### config.mk
export PLATFORM = sky130hd
export DESIGN_NAME = bulk_path_ctrl
export DESIGN_NICKNAME = d
export VERILOG_FILES = /design/src/rtl/bpc_pkg.sv /design/src/rtl/bpc_route_sel.sv /design/src/rtl/bpc_resp_timer.sv /design/src/rtl/bpc_len_count.sv /design/src/rtl/bulk_path_ctrl.sv
export SDC_FILE = /design/constraint.sdc
export NUM_CORES = 1
export LEC_CHECK = 0
export ABC_AREA = 1
export BUFFER_PORTS_ARGS = -buffer_cell sky130_fd_sc_hd__buf_2
export CAP_MARGIN = 20
export CORE_MARGIN = 3
export CORE_UTILIZATION = 44
export CTS_BUF_LIST = sky130_fd_sc_hd__clkbuf_8 sky130_fd_sc_hd__clkbuf_16
export DETAILED_ROUTE_END_ITERATION = 10
export PLACE_DENSITY = 0.63
export SLEW_MARGIN = 0
export SYNTH_ARGS = -nofsm -noshare
export SYNTH_HDL_FRONTEND = slang
export SYNTH_SLANG_ARGS = --single-unit
### constraint.sdc
create_clock -name clk -period 2.1 [get_ports clk]
set_input_delay 0.42 -clock clk [delete_from_list [all_inputs] [get_ports clk]]
set_output_delay 0.42 -clock clk [all_outputs]
set_load 0.01 [all_outputs]
### src/rtl/bpc_pkg.sv
// Shared types of the bulk path controller.
// Assumes: nothing beyond a standard SystemVerilog compiler.
package bpc_pkg;

    typedef enum logic [2:0] {
        ST_IDLE, ST_SEND_SETUP, ST_WAIT_RESP, ST_STREAM,
        ST_SEND_TEARDOWN, ST_SEND_SHORT, ST_DONE, ST_ERROR
    } ctrl_state_t;

    typedef enum logic [1:0] {
        PKT_SETUP    = 2'b00,
        PKT_TEARDOWN = 2'b01,
        PKT_SHORT    = 2'b10
    } pkt_kind_t;

endpackage

### src/rtl/bpc_route_sel.sv
// Route variant selection and retry bookkeeping.
// Holds the variant for the current setup and counts the retries already used.
// Assumes: start and step are never high together; step is only raised when
// exhausted is low.
module bpc_route_sel #(
    parameter int NUM_VARIANTS = 2,
    parameter int MAX_RETRY    = 3,
    localparam int VAR_W = (NUM_VARIANTS > 1) ? $clog2(NUM_VARIANTS) : 1,
    localparam int RTY_W = $clog2(MAX_RETRY + 1) > 0 ? $clog2(MAX_RETRY + 1) : 1
) (
    input  logic             clk,
    input  logic             rst_n,
    input  logic             start,
    input  logic             step,
    output logic [VAR_W-1:0] variant,
    output logic             exhausted
);

    logic [RTY_W-1:0] used_q;

    // Retry counter: cleared per request, advanced per retry.
    always_ff @(posedge clk) begin
        if (!rst_n || start) used_q <= '0;
        else if (step)       used_q <= used_q + 1'b1;
    end

    assign exhausted = (used_q == RTY_W'(MAX_RETRY));

    generate
        if (NUM_VARIANTS == 2) begin : g_toggle
            // Two variants: flip between them on each retry.
            always_ff @(posedge clk) begin
                if (!rst_n || start) variant <= '0;
                else if (step)       variant <= ~variant;
            end
        end else if (NUM_VARIANTS > 2) begin : g_rotate
            // Several variants: rotate through them in order.
            always_ff @(posedge clk) begin
                if (!rst_n || start) variant <= '0;
                else if (step)
                    variant <= (variant == VAR_W'(NUM_VARIANTS - 1)) ? '0 : variant + 1'b1;
            end
        end else begin : g_single
            assign variant = '0;
        end
    endgenerate

    AST_STEP_NOT_EXHAUSTED: assert property (@(posedge clk) disable iff (!rst_n)
        step |-> !exhausted);

    generate
        if (NUM_VARIANTS > 1) begin : g_chk_var
            AST_RETRY_NEW_VARIANT: assert property (@(posedge clk) disable iff (!rst_n)
                step && !start |=> variant != $past(variant));
        end
    endgenerate

endmodule

### src/rtl/bpc_resp_timer.sv
// Response wait timer. Counts the cycles spent waiting and flags the final one.
// Assumes: run stays high for the whole wait and low at all other times.
module bpc_resp_timer #(
    parameter int TIMEOUT_CYC = 256,
    localparam int TM_W = $clog2(TIMEOUT_CYC + 1)
) (
    input  logic clk,
    input  logic rst_n,
    input  logic run,
    output logic last_cycle
);

    logic [TM_W-1:0] cnt_q;

    // Count while waiting, clear otherwise.
    always_ff @(posedge clk) begin
        if (!rst_n || !run) cnt_q <= '0;
        else                cnt_q <= cnt_q + 1'b1;
    end

    assign last_cycle = run && (cnt_q == TM_W'(TIMEOUT_CYC - 1));

    AST_TIMER_BOUND: assert property (@(posedge clk) disable iff (!rst_n)
        run |-> cnt_q < TM_W'(TIMEOUT_CYC));

endmodule

### src/rtl/bpc_len_count.sv
// Block length counter. It latches the programmed length and counts accepted
// words. The length wraps, so a zero field gives 2^LEN_W words.
// Assumes: load occurs only while no stream is in progress.
module bpc_len_count #(
    parameter int LEN_W = 12
) (
    input  logic             clk,
    input  logic             rst_n,
    input  logic             load,
    input  logic [LEN_W-1:0] len,
    input  logic             advance,
    output logic             is_last
);

    logic [LEN_W-1:0] len_q;
    logic [LEN_W-1:0] cnt_q;

    // Latch the length at request acceptance.
    always_ff @(posedge clk) begin
        if (!rst_n)    len_q <= '0;
        else if (load) len_q <= len;
    end

    // Count words taken by the sink.
    always_ff @(posedge clk) begin
        if (!rst_n || load) cnt_q <= '0;
        else if (advance)   cnt_q <= cnt_q + 1'b1;
    end

    assign is_last = (cnt_q == len_q - 1'b1);

endmodule

### src/rtl/bulk_path_ctrl.sv
// Path acquisition and retry controller for bulk transfers.
// Sequence: setup, wait for ack or drop, retry on the alternate variant after
// a drop, stream the block, teardown. Short requests become a single control
// packet.
// Assumes: rsp_ack and rsp_drop are single-cycle pulses; the word payload
// travels next to the str_* handshake outside this block.
module bulk_path_ctrl
    import bpc_pkg::*;
#(
    parameter int DEST_W       = 6,
    parameter int LEN_W        = 12,
    parameter int NUM_VARIANTS = 2,
    parameter int MAX_RETRY    = 3,
    parameter int TIMEOUT_CYC  = 256,
    localparam int VAR_W = (NUM_VARIANTS > 1) ? $clog2(NUM_VARIANTS) : 1
) (
    input  logic              clk,
    input  logic              rst_n,
    input  logic              req_valid,
    output logic              req_ready,
    input  logic              req_short,
    input  logic [DEST_W-1:0] req_dest,
    input  logic [LEN_W-1:0]  req_len,
    output logic              ctl_valid,
    input  logic              ctl_ready,
    output logic [1:0]        ctl_kind,
    output logic [DEST_W-1:0] ctl_dest,
    output logic [VAR_W-1:0]  ctl_variant,
    input  logic              rsp_ack,
    input  logic              rsp_drop,
    output logic              str_valid,
    input  logic              str_ready,
    output logic              str_last,
    output logic              done,
    output logic              fail,
    output logic              fail_cause
);

    ctrl_state_t       state_q, state_d;
    logic [DEST_W-1:0] dest_q;
    logic              cause_q, cause_d;
    logic              accept, retry, exhausted, tmo_last, word_last;
    logic [VAR_W-1:0]  variant;

    assign accept = (state_q == ST_IDLE) && req_valid;
    assign retry  = (state_q == ST_WAIT_RESP) && !rsp_ack && rsp_drop && !exhausted;

    bpc_route_sel #(.NUM_VARIANTS(NUM_VARIANTS), .MAX_RETRY(MAX_RETRY)) u_route (
        .clk(clk), .rst_n(rst_n), .start(accept), .step(retry),
        .variant(variant), .exhausted(exhausted)
    );

    bpc_resp_timer #(.TIMEOUT_CYC(TIMEOUT_CYC)) u_timer (
        .clk(clk), .rst_n(rst_n), .run(state_q == ST_WAIT_RESP),
        .last_cycle(tmo_last)
    );

    bpc_len_count #(.LEN_W(LEN_W)) u_len (
        .clk(clk), .rst_n(rst_n), .load(accept), .len(req_len),
        .advance(str_valid && str_ready), .is_last(word_last)
    );

    // Next-state logic for the request sequence.
    always_comb begin
        state_d = state_q;
        cause_d = cause_q;
        unique case (state_q)
            ST_IDLE:
                if (req_valid) state_d = req_short ? ST_SEND_SHORT : ST_SEND_SETUP;
            ST_SEND_SETUP:
                if (ctl_ready) state_d = ST_WAIT_RESP;
            ST_WAIT_RESP:
                if (rsp_ack)                      state_d = ST_STREAM;
                else if (rsp_drop && !exhausted)  state_d = ST_SEND_SETUP;
                else if (rsp_drop) begin
                    state_d = ST_ERROR;
                    cause_d = 1'b0;
                end else if (tmo_last) begin
                    state_d = ST_ERROR;
                    cause_d = 1'b1;
                end
            ST_STREAM:
                if (str_ready && word_last) state_d = ST_SEND_TEARDOWN;
            ST_SEND_TEARDOWN, ST_SEND_SHORT:
                if (ctl_ready) state_d = ST_DONE;
            ST_DONE, ST_ERROR:
                state_d = ST_IDLE;
            default:
                state_d = ST_IDLE;
        endcase
    end

    // State, failure cause and latched destination registers.
    always_ff @(posedge clk) begin
        if (!rst_n) begin
            state_q <= ST_IDLE;
            cause_q <= 1'b0;
            dest_q  <= '0;
        end else begin
            state_q <= state_d;
            cause_q <= cause_d;
            if (accept) dest_q <= req_dest;
        end
    end

    // Port outputs decoded from the current state.
    always_comb begin
        req_ready  = (state_q == ST_IDLE);
        ctl_valid  = (state_q == ST_SEND_SETUP) || (state_q == ST_SEND_TEARDOWN) ||
                     (state_q == ST_SEND_SHORT);
        ctl_kind   = (state_q == ST_SEND_TEARDOWN) ? PKT_TEARDOWN :
                     (state_q == ST_SEND_SHORT)    ? PKT_SHORT : PKT_SETUP;
        ctl_dest   = dest_q;
        ctl_variant = variant;
        str_valid  = (state_q == ST_STREAM);
        str_last   = str_valid && word_last;
        done       = (state_q == ST_DONE);
        fail       = (state_q == ST_ERROR);
        fail_cause = cause_q;
    end

    AST_NO_DATA_BEFORE_ACK: assert property (@(posedge clk) disable iff (!rst_n)
        $rose(str_valid) |-> $past(rsp_ack));

    AST_STOP_AFTER_LAST: assert property (@(posedge clk) disable iff (!rst_n)
        str_valid && str_ready && str_last |=> !str_valid);

    AST_CTL_HOLD: assert property (@(posedge clk) disable iff (!rst_n)
        ctl_valid && !ctl_ready |=> ctl_valid && $stable(ctl_kind) &&
        $stable(ctl_dest) && $stable(ctl_variant));

    AST_STREAM_HOLD: assert property (@(posedge clk) disable iff (!rst_n)
        str_valid && !str_ready |=> str_valid && $stable(str_last));

    AST_ONE_OUTCOME: assert property (@(posedge clk) disable iff (!rst_n)
        !(done && fail));

    AST_TEARDOWN_AFTER_LAST: assert property (@(posedge clk) disable iff (!rst_n)
        $rose(ctl_valid) && ctl_kind == PKT_TEARDOWN |-> $past(str_last && str_ready));

endmodule

# Yosys cells after proc, flatten, opt, wreduce, memory -nomap -nowiden
# Cells that the tools add are included.
[totals]
input_bits = 26
elab_cells = 67
output_inout_bits = 16
memories = 0
latch_bits = 0
mem_bits_ro = 0
regBits = 46
ram_bits = 0
[classes]
eq_ne = 15
n_addsub = 4
muxes = 14
div_mod_pow = 0
order_cmp = 0
shift = 0
mul = 0
bitwise_logic = 3
n_reduce_logical = 23
[ops]
columns = ["operator", "n"]
rows = [
  ["two-way mux 3 bit", 9],
  ["case mux 3 bit (6 select lines)", 1],
  ["adder 12 x 1 -> 12 bit, second input constant", 1],
  ["equality test 12 bit", 1],
  ["equality test 3 bit, second input constant", 4],
  ["subtractor 12 x 1 -> 12 bit, second input constant", 1],
  ["adder 9 x 1 -> 9 bit, second input constant", 1],
  ["equality test 9 x 8 -> 1 bit, second input constant", 1],
  ["logical AND 1 bit", 9],
  ["equality test 3 x 2 -> 1 bit, second input constant", 2],
  ["inequality test 2 bit, second input constant", 3],
  ["inequality test 5 bit, second input constant", 1],
  ["AND reduction 5 bit", 1],
  ["logical NOT 1 bit", 4],
  ["logical OR 1 bit", 4],
  ["two-way mux 2 bit", 2],
  ["AND reduction 4 bit", 1],
  ["OR reduction 2 bit", 2],
  ["equality test 3 x 1 -> 1 bit, second input constant", 1],
  ["logical NOT 3 bit", 1],
  ["inverter 1 bit", 3],
  ["adder 2 x 1 -> 2 bit, second input constant", 1],
  ["equality test 2 bit, second input constant", 1],
  ["two-way mux 1 bit", 2],
  ["2 further kinds", 2],
]

# Longest topological paths before layout
# Gate-level depths: netlist (run 1).
[logic_depth]
ltp_word = 7
mapped_depth = 16
mapped_depth_nobuf = 16

# By module
# From an unflattened synthesis (run 1), not the netlist that was laid out.
[hier_totals]
hier_cells = 387
area_unflattened_um2 = 2519.9
[by_module_without_submodules]
columns = ["module", "n_inst", "seq_area_each_um2", "area_per_inst_um2", "cells_each"]
rows = [
  ["bpc_len_count", 1, 480.5, 1412.6, 224],
  ["bulk_path_ctrl", 1, 200.2, 575.6, 88],
  ["bpc_resp_timer", 1, 180.2, 395.4, 55],
  ["bpc_route_sel", 1, 60.1, 136.4, 20],
]

# Worst setup path before layout (run 1)
# Ideal clock, no wire load.
[synth_timing]
path_type = "reg-to-output"
start = "register u_len.len_q[0]"
end = "output port str_last"
setup_slack_ns = 0.115
stages_incl_launch_ff = 10
required_ns = 1.680
path_buffers = 0
arrival_time_ns = 1.565
cell_sequence = "dfxtp_1 inv_1 ha_1 xnor2_1 nor2_1 o21a_1 o2111ai_1 nor2_1 nand4_1 nor3_1"
[synth_between]
elab_chain_cells = 3
[synth_rtl]
columns = ["item", "line", "source"]
rows = [
  ["from (decl)", "bpc_len_count.sv:15", "logic [LEN_W-1:0] len_q;"],
  ["from (signal assigned)", "bpc_len_count.sv:21", "else if (load) len_q <= len;"],
  ["subtractor 12 x 1 -> 12 bit", "bpc_len_count.sv:30", "assign is_last = (cnt_q == len_q - 1'b1);"],
  ["equality test 12 bit", "bpc_len_count.sv:30", ""],
  ["logical AND 1 bit", "bulk_path_ctrl.sv:116", "str_last = str_valid && word_last;"],
  ["to (decl)", "bulk_path_ctrl.sv:33", "output logic str_last,"],
]
# No other way between the ends.

# Worst setup path after layout (run 1)
# Ends and elaborated chain as after synthesis.

==> results by stage, run 1 <==
Clock network:
- The count of hold-fix buffers inserted at cts is 0.
- CTS built an H-tree with a depth of 2.
- The number of CTS-inserted buffers is 5.
- Clock-pin slew was measured on the worst setup and hold paths at around 90 ps.
- TritonCTS built the clock tree.
- The number of sinks driven by the clock tree is 46.
- The clock reaches the later pin of the worst-skew pair after 300 ps.
- Counting along the longest clock path gives a buffer depth of 2.
- The cell sitting at the root of the clock tree is a sky130_fd_sc_hd__clkbuf_8.

Setup path:
- For this design, the slowest cell found on the critical path is sky130_fd_sc_hd__dfxtp_2.
- The critical path endpoint category is an output port.
- The number of buffer and inverter instances along the worst setup path is 2.
- STA puts the critical path data required time at 1680 ps.
- The kind of cell with the highest combined delay along the critical path is simple AND/OR/NAND/NOR gates.
- The signal on the critical path passes through inv_2 -> ha_4 -> xnor2_2 -> nor2_2 -> o21a_1 -> o2111ai_2 -> nor2_1 -> nand4_1 -> nor3_2 -> buf_2.
- The highest fanout seen on the critical path is 2.
- The kind of start point of the critical path is a flip-flop.
- The delay of the slowest cell on the worst path is 340 ps.
- STA puts the critical path data arrival time at around 1900 ps.
- The worst setup path is of the flip-flop to output port kind.

STA:
- Setup repair after global routing could not meet its margin everywhere.
- The number of max-slew violations in the final report is 0.
- After layout, the worst path uses 109% of the clock period.
- The number of failing hold endpoints at the final stage is 0.
- The worst setup skew after layout is 11.4 ps.
- At the pin with the least slew margin, the transition time is 421 ps.
- The shortest clock period the worst path allows after layout is 2280 ps.
- Based on the critical path, the design can be clocked at up to 438 MHz.
- The final worst hold slack is 305 ps.
- The final-report setup violation count is 1.
- The worst setup slack after layout is -182 ps.
- The relative max-transition margin is 71.9%.

Synthesis:
- The adder-cell area share of the yosys netlist is 2.50%.
- The cell area that synthesis handed to floorplanning was 2510 um2.
- Summing the areas of all and, or, nand and nor instances in the mapped netlist gives roughly 34% of the synthesized area.
- The synthesized netlist devotes 14.3% of its cell area to compound gates.
- After technology mapping, the gate count stands at approximately 350.
- After synthesis the netlist holds a flip-flop and latch count of 46.
- The net count after synthesis is about 390.
- The netlist uses 37 different library cells.
- The combinational family with the most area after synthesis is simple AND/OR/NAND/NOR gates.
- The share of synthesized area spent on multiplexers is 0%.
- The fraction of synthesized cell area in xor and xnor cells is 4.49%.
- The post-synthesis average cell area is 7.08 um2.
- The proportion of synthesized chip area in sequential cells is 36.7%.
- The count of yosys warnings during synthesis is 0.

Routing:
- In the final routed layout, each cell accounts on average for 12.0 um.
- Summed over all nets, wire length on met2 after detailed routing comes to about 2.6 mm.
- The number of vias after detailed routing is 2,362.
- For this block, the routed nets add up to around 5.7 mm of wire.
- The detailed route wirelength on metal3 is 296 um.
- The number of design-rule violations left by the first detailed-router iteration is 84.
- The detail-routed via count per cell is 4.94.
- The first detailed-routing pass took 4 iterations.
- In the routed design, unresolved DRC markers number 0.
- The wire length on met1 is between 2 and 3 mm.
- The highest metal layer with signal wires is met4.
- Once detail routing completed, the nets flagged for antenna violations numbered 0.

Placed design:
- The count of buffers from port buffering is between 40 and 50.
- The routability congestion estimate from global placement is roughly 0.8.
- Detailed placement finished with a half-perimeter wire length of 4.48 mm.
- The cell total after placement is 468.
- Prior to clock tree synthesis, the placed netlist has a worst setup slack of -47.0 ps.

GRT:
- Entering global routing, the biggest net connects 15 pins.
- For this run the aggregate overflow at the end of global routing stands at 0.
- Global routing used between 10% and 20% of the available tracks.
- The first global-routing pass estimated 9.85 mm of wire.
- The number of antenna violations at the first check in global routing was 0.
- The via count of the first global-routing pass is 2,202.

Final layout:
- The final net count is roughly 440.
- The most frequent standard cell in the layout excluding fill and tap cells is sky130_fd_sc_hd__nand2_1.
- The number of antenna diodes in the final layout is 0.
- The layout overhead on the synthesized area is 21.8%.
- The number of inserted filler cells in the final layout is 517.
- Cells with a size suffix above 1 make up 27.0% of the layout.
- The top cell types in the final layout, fill and taps aside, are sky130_fd_sc_hd__nand2_1 (63), sky130_fd_sc_hd__inv_1 (43), sky130_fd_sc_hd__dfxtp_1 (41), sky130_fd_sc_hd__buf_2 (41), sky130_fd_sc_hd__a21oi_1 (36).
- The final cell utilization of the core is 57.6%.
- The final cell count without fillers is 478.

Die:
- Measured along the x axis, the die boundary spans 81.5 um.
- The effective utilization at floorplan is between 40% and 50%.
- The die boundary height is 81.5 um.
- After floorplanning, the core was divided into 26 placement rows.
- The placeable core region is 5300 um2.
- Pin placement for this block handled 42 I/O pins.
- The floorplan step defined a die boundary enclosing 6640 um2.

Min path:
- In this run the worst hold path is classified as input pin to flip-flop.

Run status:
- The final reports fail on negative setup slack.
- The run finished, with violations left.

Flow run:
- The reported max-cap violation count is 0.

Power and ir drop:
- The leakage power of the design is 1.34 nW.
- For this design the ratio of total power to cell area is around 1100 nW/um2.
- The maximum vdd ir drop is 640 uV.
final timing paths:
check	from	to	slack (ps)	cells past startpoint
setup / recovery	u_len.len_q[0]	str_last	-180	10
hold reg to reg	u_timer.cnt_q[0]	u_timer.cnt_q[0]	440	1
setup reg to reg	u_timer.cnt_q[1]	state_q[2]	150	16
hold / removal	rsp_drop	fail_cause	300	2
report_power, final:
group          switching, W  leakage (nW)  total, W  internal, W
logic               0.00103         0.909   0.00167     0.000642
registers          0.000132         0.376   0.00113      0.00100
clock network      0.000298        0.0493  0.000529     0.000230
state kept, by name, summed over array words and instances, names as in the netlist:
| register | cells |
|---|---|
| state_q | 3 |
| u_len.len_q | 12 |
| u_timer.cnt_q | 9 |
| u_route.used_q | 2 |
| ctl_dest | 6 |
| fail_cause | 1 |
| u_len.cnt_q | 12 |
| u_route.variant | 1 |
per-stage QoR:
step           area (um2)  power (W)  TNS [ps]
6_report             3050    0.00333      -182
2_1_floorplan        2510    0.00227         0
3_5_place_dp         2850    0.00271     -47.0
4_1_cts              2970    0.00329      -315
3_3_place_gp         2850    0.00269         0
5_1_grt              3050    0.00363      -409
cells in the mapped netlist, drive strengths merged:
| library cell | n | area (um2) |
|---|---|---|
| nor3 | 11 | 71.3 |
| ha | 5 | 62.6 |
| nor2 | 47 | 215 |
| o21a | 5 | 37.5 |
| a211oi | 1 | 7.51 |
| nand3b | 2 | 15.0 |
| o2111ai | 1 | 8.76 |
| xor2 | 5 | 43.8 |
| nor4 | 1 | 6.26 |
| inv | 45 | 169 |
| o2111a | 1 | 11.3 |
| or2 | 1 | 8.76 |
| nand2 | 71 | 274 |
| nor3b | 1 | 7.51 |
| nand3 | 31 | 183 |
| o21ai | 20 | 104 |
| clkinv | 1 | 3.75 |
| xnor2 | 7 | 68.8 |
| a21oi | 37 | 189 |
| nand4 | 9 | 77.6 |
| dfxtp | 46 | 921 |
| clkbuf | 6 | 22.5 |
cell families (layout without fill, tap and decap cells):
| family | Yosys count | count (layout) |
|---|---|---|
| AO/OA/AOI/OAI | 65 | 65 |
| XOR/XNOR | 12 | 12 |
| adder cells (fa/ha/maj) | 5 | 5 |
| buffers and inverters | 52 | 106 |
| flip-flops | 46 | 46 |
| AND/OR/NAND/NOR | 174 | 174 |
final cells by class:
class | count | area [um2] | share of cell area (%)
sequential | 46 | 930 | 30.4
timing repair buffer | 52 | 288 | 9.42
tap | 70 | 87.6 | 2.87
inverter | 46 | 173 | 5.65
multi-input combinational | 256 | 1490 | 48.8
clock inverter | 3 | 17.5 | 0.574
clock buffer | 5 | 68.8 | 2.25
layer usage:
layer  vias to the layer above  global-route usage, %
li1                       1264                      -
met1                      1049                   26.5
met2                        45                   29.0
met3                         4                   3.95
met4                         0                   5.57
met5                         -                      0
what timing repair did:
item | CTS | global route
resized for setup | 7 | 25
buffers inserted | 1 | 1
setup endpoints to repair | 1 | 4
pin swaps | 6 | 16
Note: power is estimated with default switching activity, not from simulation.
==> run 2, diff against run 1 <==
--- a/config.mk
+++ b/config.mk
@@ -9,10 +9,10 @@
 export BUFFER_PORTS_ARGS = -buffer_cell sky130_fd_sc_hd__buf_2
 export CAP_MARGIN = 20
 export CORE_MARGIN = 3
-export CORE_UTILIZATION = 44
+export CORE_UTILIZATION = 60
 export CTS_BUF_LIST = sky130_fd_sc_hd__clkbuf_8 sky130_fd_sc_hd__clkbuf_16
 export DETAILED_ROUTE_END_ITERATION = 10
-export PLACE_DENSITY = 0.63
+export PLACE_DENSITY = 0.82
 export SLEW_MARGIN = 0
 export SYNTH_ARGS = -nofsm -noshare
 export SYNTH_HDL_FRONTEND = slang
==> constraint.sdc (replaced) <==
create_clock -name clk -period 2.8 [get_ports clk]
set_input_delay 0.56 -clock clk [delete_from_list [all_inputs] [get_ports clk]]
set_output_delay 0.56 -clock clk [all_outputs]
set_load 0.01 [all_outputs]
==> run 2 against run 1 <==
The flow now finishes without violations. Flip-flop and latch count unchanged. Clock power decreased by 28%. Worst setup slack improved by 260 ps. Count of clock-buffer cells in the layout unchanged. Sequential share of layout area increased by 2.0 points. Utilization increased by 16 points. Critical path depth unchanged. Combinational power decreased by 31%. Non-clock buffer count decreased by 9. Sequential power decreased by 26%. Via count increased by 1.7%. Final cell count decreased by 6.7%. Largest power group unchanged.
==> results by stage, run 2 (synthesis results as in run 1) <==
STA:
- Setup repair after global routing left no endpoint under its margin.
- The relative max-transition margin is between 70% and 80%.
- The worst-margin pin slew is roughly 430 ps.
- The number of failing hold endpoints at the final stage is 0.
- The sum of negative setup slack is 0 ps.
- Timing would allow up to 368 MHz.
- The number of max-slew violations in the final report is 0.
- Setup violations remaining at the end of the flow were counted as 0.
- The clock arrives with 5.02 ps of skew.
- The post-route clock period utilization is a little over nine tenths.
- After layout, the minimum clock period comes to 2720 ps.
- The worst setup slack after layout is between 80 and 90 ps.

Routing:
- The sum of routed wire length over all layers is ~5.5 mm.
- After detailed routing, the average wire length per cell comes to 12.4 um.
- The first TritonRoute pass finished after 5 iterations.
- In the routed layout, each cell is associated on average with a via count of 5.39.
- The number of design-rule violations left by the first detailed-router iteration is 199.
- The residual antenna-violating net count after detailed routing is 0.
- For this run, design rule violations remaining after detail routing come to 0.
- The detailed router placed 2,403 vias in this run.

Final layout:
- At the end of the flow, the number of nets in the layout was between 400 and 500.
- For this run, the share of the core covered by cells in the final layout is between 70% and 80%.
- The post-route netlist has 18.8% of its cells at a drive strength greater than 1.
- In the layout the commonest cells are sky130_fd_sc_hd__nand2_1 (68), sky130_fd_sc_hd__dfxtp_1 (45), sky130_fd_sc_hd__inv_1 (44).
- The layout overhead on the synthesized area is 13.5%.
- The library cell used most frequently in the layout, excluding fill and tap cells, is sky130_fd_sc_hd__nand2_1.
- The count of antenna diodes in the layout is 0.
- The largest registers in the layout are u_len.cnt_q (12), u_len.len_q (12), u_timer.cnt_q (9).

Die:
- The placeable core region is roughly 3900 um2.
- The die outline width is ~71 um.
- In this run the count of I/O pins placed on the die edge is 42.
- The effective utilization at floorplan is ~65%.
- The die is 70.6 um tall.
- The cell row count is 22.
- The die covers 4990 um2.

GRT:
- The first global-routing pass estimated between 9 and 10 mm of wire.
- The via count of the first global-routing pass is 2,185.
- The number of antenna violations at the first check in global routing is 0.
- Across every metal layer, demand over resource in global routing totals a little under a quarter.
- The maximum number of pins on one net before global-route repair is 27.
- For this run the aggregate overflow at the end of global routing stands at 0.

Setup path:
- The critical path endpoint category is an output port.
- The data arrival time of the critical path is roughly 2200 ps.
- In this run the worst path has a maximum fanout of 4.
- The kind of start point of the critical path is a flip-flop.
- At the worst endpoint, the required time is 2240 ps.
- The critical path class is flip-flop to output port.
- The depth of the worst register-to-register path is 16.

Clock network:
- The number of setup buffers added after CTS is 0.
- The count of hold-fix buffers inserted at cts is 0.
- The H-tree was split into 2 levels.
- The clock passes through at most 2 buffers.
- The CTS tree is yes.
- The number of sinks driven by the clock tree is 46.
- The clock transition at the registers of the reported paths is 80 ps.
- The clock root buffer is sky130_fd_sc_hd__clkbuf_8.
- The later pin in the worst-skew pair is clocked with a latency of 290 ps.
- The number of CTS-inserted buffers is 5.

Min path:
- The path class of the tightest hold or removal check is flip-flop to flip-flop.
- Along the worst hold path, the cell count comes to 1.

Placed design:
- The routability congestion estimate from global placement is around 0.94.
- The count of buffers from port buffering is 41.
- Before CTS, the worst setup slack after placement is between 400 and 500 ps.
- The total half-perimeter wirelength after legalization and detailed placement is 4.28 mm.

Power and ir drop:
- The maximum vdd ir drop is 536 uV.
- Power spread over the standard cell area amounts to about 830 nW/um2.
- For this design the static power due to leakage is 1.27 nW.

Run status:
- The flow ran to the end, and the final reports show no timing, DRC or antenna violations.

Flow run:
- The reported max-cap violation count is 0.
-- run 2: changes by cell type in the layout (fill, tap and decap cells not counted), moves of 3 or more --
cell / previous run / this run
sky130_fd_sc_hd__ha_1: 2 / 5
sky130_fd_sc_hd__dfxtp_2: 4 / 1
sky130_fd_sc_hd__nor2_4: 4 / 1
sky130_fd_sc_hd__nor2_2: 11 / 6
sky130_fd_sc_hd__nand2_1: 63 / 68
sky130_fd_sc_hd__nand2_2: 8 / 3
sky130_fd_sc_hd__nor2_1: 31 / 39
sky130_fd_sc_hd__dfxtp_1: 41 / 45
sky130_fd_sc_hd__buf_4: 11 / 2
-- run 2: worst max-delay path: stages (launching register included) --
cell and delay, ps:
sky130_fd_sc_hd__dfxtp_2 340, sky130_fd_sc_hd__inv_1 70, sky130_fd_sc_hd__ha_1 330, sky130_fd_sc_hd__xnor2_1 130, sky130_fd_sc_hd__nor2_1 160, sky130_fd_sc_hd__o21a_1 170
sky130_fd_sc_hd__o2111ai_1 130, sky130_fd_sc_hd__nor2_1 140, sky130_fd_sc_hd__nand4_1 80, sky130_fd_sc_hd__nor3_1 160, sky130_fd_sc_hd__buf_2 160
-- run 2: final timing paths --
check / start / endpoint / slack [ps]
worst min register to register: u_timer.cnt_q[0] / u_timer.cnt_q[0] / 450
worst min-delay path: u_timer.cnt_q[0] / u_timer.cnt_q[0] / 450
worst max register to register: u_timer.cnt_q[0] / state_q[0] / 730
worst max-delay path: u_len.len_q[0] / str_last / 80
-- run 2: where the power goes --
group,switching (W),internal [W]
Sequential,0.0000895,0.000748
Combinational,0.000741,0.000411
Clock,0.000215,0.000168
Total,0.00105,0.00133
-- run 2: cell type report --
| class | instances | area, um2 |
|---|---|---|
| timing repair buffer | 43 | 220 |
| fill | 328 | 1010 |
| tap | 48 | 60.1 |
| multi-input combinational | 256 | 1390 |
| clock inverter | 2 | 10.0 |
| clock buffer | 5 | 68.8 |
| sequential | 46 | 922 |
| inverter | 46 | 173 |
-- run 2: layer usage --
metal,track usage [%],routed length (um),up-vias
met5,0,0,-
met4,7.31,88,0
met3,5.11,331,12
met2,37.1,2430,78
met1,30.6,2680,1068
li1,-,-,1245
-- run 2: through the flow --
step	area, um2	hold WS [ps]	instances	power (W)
6_report	2850	451	446	0.00237
3_5_place_dp	2770	437	439	0.00198
2_1_floorplan	2510	418	354	0.00170
5_1_grt	2850	465	446	0.00257
3_3_place_gp	2770	427	439	0.00195
4_1_cts	2840	451	446	0.00237
-- run 2: what timing repair did --
item	in CTS	in global routing
resized for setup	0	1
hold endpoints to repair	0	0
setup endpoints to repair	0	1
